`src/rtl/hp_agg_pkg.sv`:
```
package hp_agg_pkg;
  localparam int EV_NUM    = 5;
  localparam int LAT_LSB   = 16;
  localparam int IMASK_LSB = 24;
  localparam int SMASK_LSB = 29;
  localparam int STAT_LSB  = 6;

  // raw inputs that can raise events
  typedef struct packed {
    logic [1:0] prsnt;
    logic       iso;
    logic       con;
    logic       btn;
    logic       mrl;
  } raw_ev_t;

  // status field image, bits 14:6 of the slot word
  typedef struct packed {
    logic [2:0] pcix;
    logic [1:0] prsnt;
    logic       cap66;
    logic       mrl_open;
    logic       button;
    logic       pwr_ok;
  } slot_stat_t;

  // event order: 0 presence, 1 iso fault, 2 button, 3 MRL, 4 con fault
  function automatic logic [EV_NUM-1:0] edge_events(raw_ev_t cur, raw_ev_t prv);
    logic [EV_NUM-1:0] ev;
    ev[0] = (cur.prsnt != prv.prsnt);
    ev[1] = cur.iso & ~prv.iso;
    ev[2] = cur.btn & ~prv.btn;
    ev[3] = cur.mrl ^ prv.mrl;
    ev[4] = cur.con & ~prv.con;
    return ev;
  endfunction

  function automatic logic [31:0] pack_slot(slot_stat_t st, logic [EV_NUM-1:0] lat,
                                            logic [EV_NUM-1:0] im, logic [1:0] sm);
    logic [31:0] w;
    w = '0;
    w[STAT_LSB +: 9]       = st;
    w[LAT_LSB +: EV_NUM]   = lat;
    w[IMASK_LSB +: EV_NUM] = im;
    w[SMASK_LSB +: 2]      = sm;
    return w;
  endfunction

  function automatic logic [31:0] pack_ctl(logic [3:0] masks, logic cmd_det, logic arb_det);
    logic [31:0] w;
    w = '0;
    w[3:0] = masks;
    w[16]  = cmd_det;
    w[17]  = arb_det;
    return w;
  endfunction
endpackage

```
`src/rtl/hp_slot_unit.sv`:
```
module hp_slot_unit
  import hp_agg_pkg::*;
(
  input  logic        clk,
  input  logic        rst_n,
  input  logic [1:0]  prsnt,
  input  logic        iso_flt,
  input  logic        con_flt,
  input  logic        button,
  input  logic        mrl_open,
  input  logic        cap66,
  input  logic [2:0]  pcix,
  input  logic        wr_en,
  input  logic [6:0]  wr_mask,
  input  logic [4:0]  wr_clr,
  output logic [31:0] rd_word,
  output logic [4:0]  lat_q,
  output logic        int_pend,
  output logic        serr_pend
);
  raw_ev_t    raw_cur, raw_prv;
  slot_stat_t stat;
  logic [4:0] ev_set, ev_clr, lat_nxt, imask;
  logic [1:0] smask;

  assign raw_cur = '{prsnt: prsnt, iso: iso_flt, con: con_flt, btn: button, mrl: mrl_open};
  assign ev_set  = edge_events(raw_cur, raw_prv);
  assign ev_clr  = wr_en ? wr_clr : 5'b0;
  // a new edge outranks a clearing write in the same cycle
  assign lat_nxt = ev_set | (lat_q & ~ev_clr);

  always_ff @(posedge clk) begin
    if (!rst_n) begin
      raw_prv <= raw_cur;
      lat_q   <= '0;
      imask   <= '1;
      smask   <= '1;
    end else begin
      raw_prv <= raw_cur;
      lat_q   <= lat_nxt;
      if (wr_en) begin
        imask <= wr_mask[4:0];
        smask <= wr_mask[6:5];
      end
    end
  end

  assign stat = '{pcix: pcix, prsnt: prsnt, cap66: cap66, mrl_open: mrl_open,
                  button: button, pwr_ok: ~(iso_flt | con_flt)};
  assign rd_word   = pack_slot(stat, lat_q, imask, smask);
  assign int_pend  = |(lat_q & ~imask);
  assign serr_pend = (lat_q[3] & ~smask[0]) | (lat_q[4] & ~smask[1]);
endmodule

```
`src/rtl/hp_ctl_unit.sv`:
```
module hp_ctl_unit
  import hp_agg_pkg::*;
(
  input  logic        clk,
  input  logic        rst_n,
  input  logic        wr_en,
  input  logic [3:0]  wr_mask,
  input  logic [1:0]  wr_clr,
  input  logic        cmd_done,
  input  logic        arb_err,
  output logic [3:0]  masks,
  output logic        cmd_det,
  output logic        arb_det,
  output logic [31:0] rd_word
);
  logic [1:0] clr;

  assign clr = wr_en ? wr_clr : 2'b0;

  always_ff @(posedge clk) begin
    if (!rst_n) begin
      masks   <= '1;
      cmd_det <= 1'b0;
      arb_det <= 1'b0;
    end else begin
      if (wr_en) masks <= wr_mask;
      cmd_det <= cmd_done | (cmd_det & ~clr[0]);
      arb_det <= arb_err  | (arb_det & ~clr[1]);
    end
  end

  assign rd_word = pack_ctl(masks, cmd_det, arb_det);
endmodule

```
`src/rtl/hp_irq_merge.sv`:
```
module hp_irq_merge #(
  parameter int NUM_SLOTS = 4
) (
  input  logic [NUM_SLOTS-1:0] slot_int,
  input  logic [NUM_SLOTS-1:0] slot_serr,
  input  logic [3:0]           masks,
  input  logic                 cmd_det,
  input  logic                 arb_det,
  output logic [31:0]          loc_word,
  output logic                 irq,
  output logic                 serr
);
  always_comb begin
    loc_word    = '0;
    loc_word[0] = cmd_det & ~masks[2];
    for (int i = 0; i < NUM_SLOTS; i++) loc_word[i+1] = slot_int[i];
  end

  assign irq  = ~masks[0] & (|loc_word);
  assign serr = ~masks[1] & ((|slot_serr) | (arb_det & ~masks[3]));
endmodule

```
`src/rtl/hp_event_agg.sv`:
```
// NUM_SLOTS must stay within 1..31 so the locator word can hold every slot.
module hp_event_agg #(
  parameter  int NUM_SLOTS = 4,
  localparam int ADDR_W    = $clog2(NUM_SLOTS + 2)
) (
  input  logic                   clk,
  input  logic                   rst_n,
  input  logic [ADDR_W-1:0]      reg_addr,
  input  logic                   reg_we,
  input  logic [31:0]            reg_wdata,
  output logic [31:0]            reg_rdata,
  input  logic                   cmd_done,
  input  logic                   arb_err,
  input  logic [2*NUM_SLOTS-1:0] st_prsnt,
  input  logic [NUM_SLOTS-1:0]   st_iso_flt,
  input  logic [NUM_SLOTS-1:0]   st_con_flt,
  input  logic [NUM_SLOTS-1:0]   st_button,
  input  logic [NUM_SLOTS-1:0]   st_mrl_open,
  input  logic [NUM_SLOTS-1:0]   st_cap66,
  input  logic [3*NUM_SLOTS-1:0] st_pcix,
  output logic                   hp_irq,
  output logic                   hp_serr
);
  localparam int LAT_W = 5 * NUM_SLOTS;

  logic                   ctl_we;
  logic [NUM_SLOTS-1:0]   slot_we;
  logic [NUM_SLOTS-1:0]   slot_int, slot_serr;
  logic [31:0]            slot_word [NUM_SLOTS];
  logic [LAT_W-1:0]       lat_flat;
  logic [3:0]             ctl_mask;
  logic                   cmd_det, arb_det;
  logic [31:0]            ctl_word, loc_word;
  logic                   unused_wdata;

  assign unused_wdata = ^{reg_wdata[31], reg_wdata[23:21], reg_wdata[15:4]};
  assign ctl_we = reg_we && (reg_addr == ADDR_W'(0));

  hp_ctl_unit u_ctl (
    .clk(clk), .rst_n(rst_n), .wr_en(ctl_we),
    .wr_mask(reg_wdata[3:0]), .wr_clr(reg_wdata[17:16]),
    .cmd_done(cmd_done), .arb_err(arb_err),
    .masks(ctl_mask), .cmd_det(cmd_det), .arb_det(arb_det), .rd_word(ctl_word)
  );

  for (genvar i = 0; i < NUM_SLOTS; i++) begin : g_slot
    assign slot_we[i] = reg_we && (reg_addr == ADDR_W'(i + 2));
    hp_slot_unit u_slot (
      .clk(clk), .rst_n(rst_n),
      .prsnt(st_prsnt[2*i +: 2]), .iso_flt(st_iso_flt[i]), .con_flt(st_con_flt[i]),
      .button(st_button[i]), .mrl_open(st_mrl_open[i]), .cap66(st_cap66[i]),
      .pcix(st_pcix[3*i +: 3]),
      .wr_en(slot_we[i]), .wr_mask(reg_wdata[30:24]), .wr_clr(reg_wdata[20:16]),
      .rd_word(slot_word[i]), .lat_q(lat_flat[5*i +: 5]),
      .int_pend(slot_int[i]), .serr_pend(slot_serr[i])
    );
  end

  hp_irq_merge #(.NUM_SLOTS(NUM_SLOTS)) u_merge (
    .slot_int(slot_int), .slot_serr(slot_serr), .masks(ctl_mask),
    .cmd_det(cmd_det), .arb_det(arb_det),
    .loc_word(loc_word), .irq(hp_irq), .serr(hp_serr)
  );

  always_comb begin
    reg_rdata = '0;
    if (reg_addr == ADDR_W'(0))      reg_rdata = ctl_word;
    else if (reg_addr == ADDR_W'(1)) reg_rdata = loc_word;
    for (int i = 0; i < NUM_SLOTS; i++)
      if (reg_addr == ADDR_W'(i + 2)) reg_rdata = slot_word[i];
  end
endmodule

```
`config.mk`:
```
export PLATFORM = sky130hd
export DESIGN_NAME = hp_event_agg
export DESIGN_NICKNAME = d
export VERILOG_FILES = /design/src/rtl/hp_agg_pkg.sv /design/src/rtl/hp_slot_unit.sv /design/src/rtl/hp_ctl_unit.sv /design/src/rtl/hp_irq_merge.sv /design/src/rtl/hp_event_agg.sv
export SDC_FILE = /design/constraint.sdc
export NUM_CORES = 1
export LEC_CHECK = 0
export ABC_CLOCK_PERIOD_IN_PS = 1400
export CELL_PAD_IN_SITES_DETAIL_PLACEMENT = 1
export CELL_PAD_IN_SITES_GLOBAL_PLACEMENT = 1
export CORE_MARGIN = 1
export CORE_UTILIZATION = 42
export CTS_CLUSTER_SIZE = 24
export DETAILED_ROUTE_END_ITERATION = 8
export DONT_BUFFER_PORTS = 1
export GPL_TIMING_DRIVEN = 0
export PLACE_DENSITY_LB_ADDON = 0.3
export SLEW_MARGIN = 10
export SYNTH_ARGS = -nofsm -noshare
export SYNTH_HDL_FRONTEND = slang
export SYNTH_SLANG_ARGS = --single-unit
```
`constraint.sdc`:
```
create_clock -name clk -period 1.4 [get_ports clk]
set_input_delay 0.35 -clock clk [delete_from_list [all_inputs] [get_ports clk]]
set_output_delay 0.35 -clock clk [all_outputs]
set_load 0.02 [all_outputs]
```
### Yosys cells after proc, flatten, opt, wreduce, memory -nomap -nowiden

Cells that the tools add are included.
Widths: inputs -> output; s select.

* register bits: 78
* output and inout bits: 34

* eq/ne operators: 9
* muxes and demuxes: 11
* bitwise gates (word level): 91
* reduce and logical (&&, ||, !) cells: 12

Operators by type and width (count)
* $mux 32: 4
* $and 5x5->5: 8
* $not 5->5: 8
* $not 1->1: 30
* $and 1x1->1: 26
* $mux 5: 5
* $reduce_or 21->1: 1
* $or 5x5->5: 4
* $reduce_or 5->1: 4
* $mux 18: 1
* $or 1x1->1: 11
* $ne 2x2->1: 4
* $eq 3x2->1 const B: 2
* $eq 3x3->1 const B: 2
* $logic_and 1x1->1: 5
* $reduce_or 4->1: 1
* $xor 1x1->1: 4
* $eq 3x1->1 const B: 1
* $logic_not 3->1: 1
* $mux 2: 1

### Logic depth before layout (Yosys ltp)

* word-level depth: 9
* mapped depth: 6
* mapped depth without buffers: 4

### Modules after synthesis

A second synthesis with hierarchy kept.

* cell total of the unflattened synthesis: 653
* area total of the unflattened synthesis: 6007.0 um^2

Modules (own cells, without submodules)
* hp_slot_unit: times used 4, cells each 91, area each 825.8 um^2
* hp_event_agg: times used 1, cells each 196, area each 1955.6 um^2
* hp_ctl_unit: times used 1, cells each 54, area each 460.4 um^2
* hp_irq_merge: times used 1, cells each 39, area each 287.8 um^2

### Least setup slack after synthesis

Ideal clock, no wire load.

* path kind: input-to-output
* start: in reg_addr[0]
* end: out reg_rdata[2]
* arrival: 1.807 ns
* data required time: 1.050 ns
* slack: -0.757 ns
* cell stages on the path: 3
* cell sequence: buf_2 -> buf_2 -> a2111oi_0

* word-level cells in the longest chain between the ends: 7
* elaborated cells on any way between the ends: 12

RTL lines
* start, declared: RTL line hp_event_agg.sv:8 `input logic [ADDR_W-1:0] reg_addr,`
* $eq 3x1->1: RTL line hp_event_agg.sv:68 `else if (reg_addr == ADDR_W'(1)) reg_rdata = loc_word;`
* $mux 5: RTL line hp_event_agg.sv:68
* $mux 18: RTL line hp_event_agg.sv:67 `if (reg_addr == ADDR_W'(0)) reg_rdata = ctl_word;`
* $mux 32 (3 in a row): RTL line hp_event_agg.sv:70 `if (reg_addr == ADDR_W'(i + 2)) reg_rdata = slot_word[i];`
* $mux 32 *: RTL line hp_event_agg.sv:70
* end, declared: RTL line hp_event_agg.sv:11 `output logic [31:0] reg_rdata,`

Every way passes the cells marked *; elsewhere a longest branch is shown, timed or not.

### Final worst setup path

* start: reg g_slot[1].u_slot.lat_q[1]
* end: out reg_rdata[2]

* word-level cells in the longest chain between the ends: 8

RTL lines
* start, declared: RTL line hp_slot_unit.sv:17 `output logic [4:0] lat_q,`
* start signal, assigned: RTL line hp_slot_unit.sv:40 `lat_q <= lat_nxt;`
* $and 5x5->5: RTL line hp_slot_unit.sv:51 `assign int_pend = |(lat_q & ~imask);`
* $reduce_or 5->1: RTL line hp_slot_unit.sv:51
* $mux 5: RTL line hp_event_agg.sv:68
* $mux 18: RTL line hp_event_agg.sv:67
* $mux 32 (4 in a row): RTL line hp_event_agg.sv:70

No other way between the ends.

==> results by group <==
Outcome
  • Status: finished with violations
  • Failing checks: hold timing, setup timing

Floorplanning
  • Die X: 95.4 um
  • # IOs: between 100 and 150
  • Height of the die: roughly 95 um
  • Row count: 33
  • Die area: 9100 um^2
  • Initial Utilization: 0.439
  • Core ar.: between 8000 and 9000 um^2

Timing
  • Final min period: 1.98 ns
  • RSZ-0062 raised after global routing: true
  • # setup viols final: 35
  • Setup TNS: -6.80 ns
  • Clock Skews: 0.00617 ns
  • Worst setup margin: -0.583 ns
  • Fin crit share: 1.42
  • Final hold slack: -0.00208 ns
  • Final Max Slew Viols: 0
  • Hold Vio Cnt, Final: 5
  • Slew headroom: 0.508
  • Slew @ Worst Pin: approximately 0.74 ns
  • FMAX: 504 MHz

Setup path
  • Critical path's slowest cell: a2111oi_4
  • Critical Path RT: 1.05 ns
  • CP cell instances: inv_2 -> o22ai_4 -> a211oi_4 -> a2111oi_4
  • Slowest stage delay, CP: 0.53 ns
  • Startpoint types: flop
  • WS Path Type: reg -> out
  • Top cell family by delay on the critical path: compound AO/OA/AOI/OAI gates
  • Worst EP arrival: 1.63 ns
  • CP endpoint kind: output port
  • CP Max Fanout: 2
  • Buf/Inv on CP: 1

Synth
  • Warnings, synthesis: 0
  • Ranking of synthesized cells by area: dfxtp_1 (43%), mux2i_1 (12%), nand2_1 (5.5%)
  • Most frequent cells after synthesis: dfxtp_1 (78), nand2_1 (54), mux2i_1 (44)
  • Leading area contributor after synthesis: dfxtp_1
  • Most frequent cell after synthesis: dfxtp_1
  • Avg Cell Area, Syn: between 9 and 10 um^2
  • EDFF count, synth: 0
  • Yosys reg bits: ~80
  • Synthesized cell area: 3660 um^2
  • Post-Synthesis Cells: 403
  • Post-synth ARST share: 0
  • Most common flop cell mapped by yosys: dfxtp_1
  • Synth cell types: 41
  • Share of the synthesized area in the top cell type: 0.426
  • Register area share after synthesis: 0.426

Detailed routing
  • Detailed router's first-iteration violation count: between 300 and 400
  • Via-per-instance ratio: around 6.8
  • Drt wl/cell: approximately 34 um
  • First-pass DRT Iterations: 4
  • Total number of vias: 3814
  • Final ANT Viol Nets: 0
  • Final WL: roughly 19000 um
  • DRC errors left: 0

Power
  • Comb pwr share: 0.241
  • Seq pwr share: 0.456
  • Switching Share: 0.332
  • Worst VDD drop: 868 uV
  • P_sw: 0.00181 W
  • PnR Total Power: 0.00545 W
  • Pleak: roughly 2.1 nW
  • Pwr Density: 961 nW/um^2
  • Cell Int Power: approximately 0.0036 W
  • Clock power frac: 0.304

Worst hold path
  • HP Class: in -> reg

Clock network
  • Root Driver: clkbuf_8
  • CTS tree: built
  • CTS Buffer Depth: 2
  • Cts hold-fix bufs: 0
  • Clk pin slew, worst setup/hold paths: approximately 0.09 ns
  • H-tree Lvls: 3
  • Cts bufs inserted: 9
  • Clk sinks: 78
  • Skew-Pair Late Insertion Delay: 0.37 ns

Global route
  • Largest net degree at the start of global routing: 14
  • Vias in the first global route: between 3k and 4k
  • Initial antenna violation count: 0
  • First-pass GRT wire length: 22900 um
  • Congestion Overflow GR: 0
  • Overall routing resource usage: 0.354

Cells and area
  • Area grow syn2layout: 54.8%
  • Layout Cells excl Fill: 565
  • Fin nets: 536
  • N_diodes: 0
  • Ratio of cells with drive above 1 in the final layout: 0.487

Place
  • Post-DP HPWL: 9130 um
  • Worst slack at placement: -0.294 ns
  • Routability cong.: 0.869
  • Port Buf Inserts: 0
  • Inst Count DP: between 500 and 600

Job
  • Max Cap Viol: 0
-- cells by family (layout without fill, tap and decap cells) --
logic type                Yosys count  in the layout  share of synthesized area
DFF                                78             78                      0.426
muxes                              44             44                      0.120
and+or+nand+nor                   121            121                      0.170
other                               1              6                    0.00102
buffers and inverters              55            107                     0.0799
AOI/OAI and AO/OA                  92             92                      0.174
xor gates and xnor gates           12             12                     0.0287
-- metal layers --
layer,global-route usage,vias up,wire length (um)
met5,0,-,0
met4,0.201,0,1350
met3,0.0789,107,1890
met2,0.593,315,8820
met1,0.417,1875,6960
li1,-,1517,-
-- worst paths after layout --
path	cells past startpoint	slack, ns	end	startpoint
max	4	-0.58	reg_rdata[2]	g_slot[1].u_slot.lat_q[1]
min	0	-0.002	g_slot[1].u_slot.raw_prv[1]	st_button[1]
max reg2reg	2	0.47	g_slot[3].u_slot.lat_q[0]	g_slot[3].u_slot.lat_q[0]
min reg2reg	2	0.55	g_slot[0].u_slot.imask[0]	g_slot[0].u_slot.imask[0]
-- repair_timing --
action,4_1_cts,5_1_grt
endpoints found under the setup margin,28,28
pin swaps,29,29
buffers inserted,11,17
gates resized for setup,133,46
cloned,7,3
-- area by class of cell --
type,count,area [um^2]
Clock buffer,10,138
Tap cell,105,131
Clock inverter,5,33.8
Timing Repair Buffer,38,517
Sequential cell,78,1630
Inverter,25,98.8
Multi-Input combinational cell,275,2740
Fill cell,807,2670
Buffer,29,384
-- per-stage QoR --
step | cell area, um^2 | utilization
6_report | 5670 | 0.680
4_1_cts | 5310 | 0.637
2_1_floorplan | 4190 | -
3_5_place_dp | 4320 | 0.518
5_1_grt | 5670 | 0.680
3_3_place_gp | 4320 | 0.518
-- power by group through the flow --
stage | sequential [W] | clock, W | combinational [W]
2_1_floorplan | 0.00244 | 0 | 0.000693
3_3_place_gp | 0.00247 | 0 | 0.000809
3_5_place_dp | 0.00248 | 0 | 0.000831
4_1_cts | 0.00246 | 0.00156 | 0.00110
5_1_grt | 0.00249 | 0.00171 | 0.00135
6_report | 0.00248 | 0.00165 | 0.00131
-- state kept, by name, indices dropped and copies added (netlist names) --
| register | count |
|---|---|
| g_slot.u_slot.raw_prv | 24 |
| g_slot.u_slot.imask | 20 |
| g_slot.u_slot.lat_q | 20 |
| g_slot.u_slot.smask | 8 |
| u_ctl.masks | 4 |
| u_ctl.arb_det | 1 |
| u_ctl.cmd_det | 1 |
-- cell usage in the layout, fill, tap and decap left out, types with 3 or more instances in the layout --
master	count
conb_1	6
a21boi_0	5
dfxtp_4	8
dfxtp_2	31
buf_12	8
nor2b_4	3
mux2i_1	9
dfxtp_1	39
nor2_1	5
nand2_1	54
nor3_4	3
a2111oi_4	4
o211ai_1	10
xor2_1	12
o22ai_4	25
nand3_1	19
inv_2	10
clkbuf_8	11
a21oi_1	15
buf_16	9
mux2i_4	20
nor3_2	6
nor2b_1	15
buf_6	11
mux2i_2	15
clkbuf_16	5
buf_4	25
inv_1	13
a31oi_2	3
nor2_4	4
o21a_1	15
clkbuf_1	6
nand2b_4	3
o31a_1	4
No activity file was read; power rests on OpenSTA's default activity.
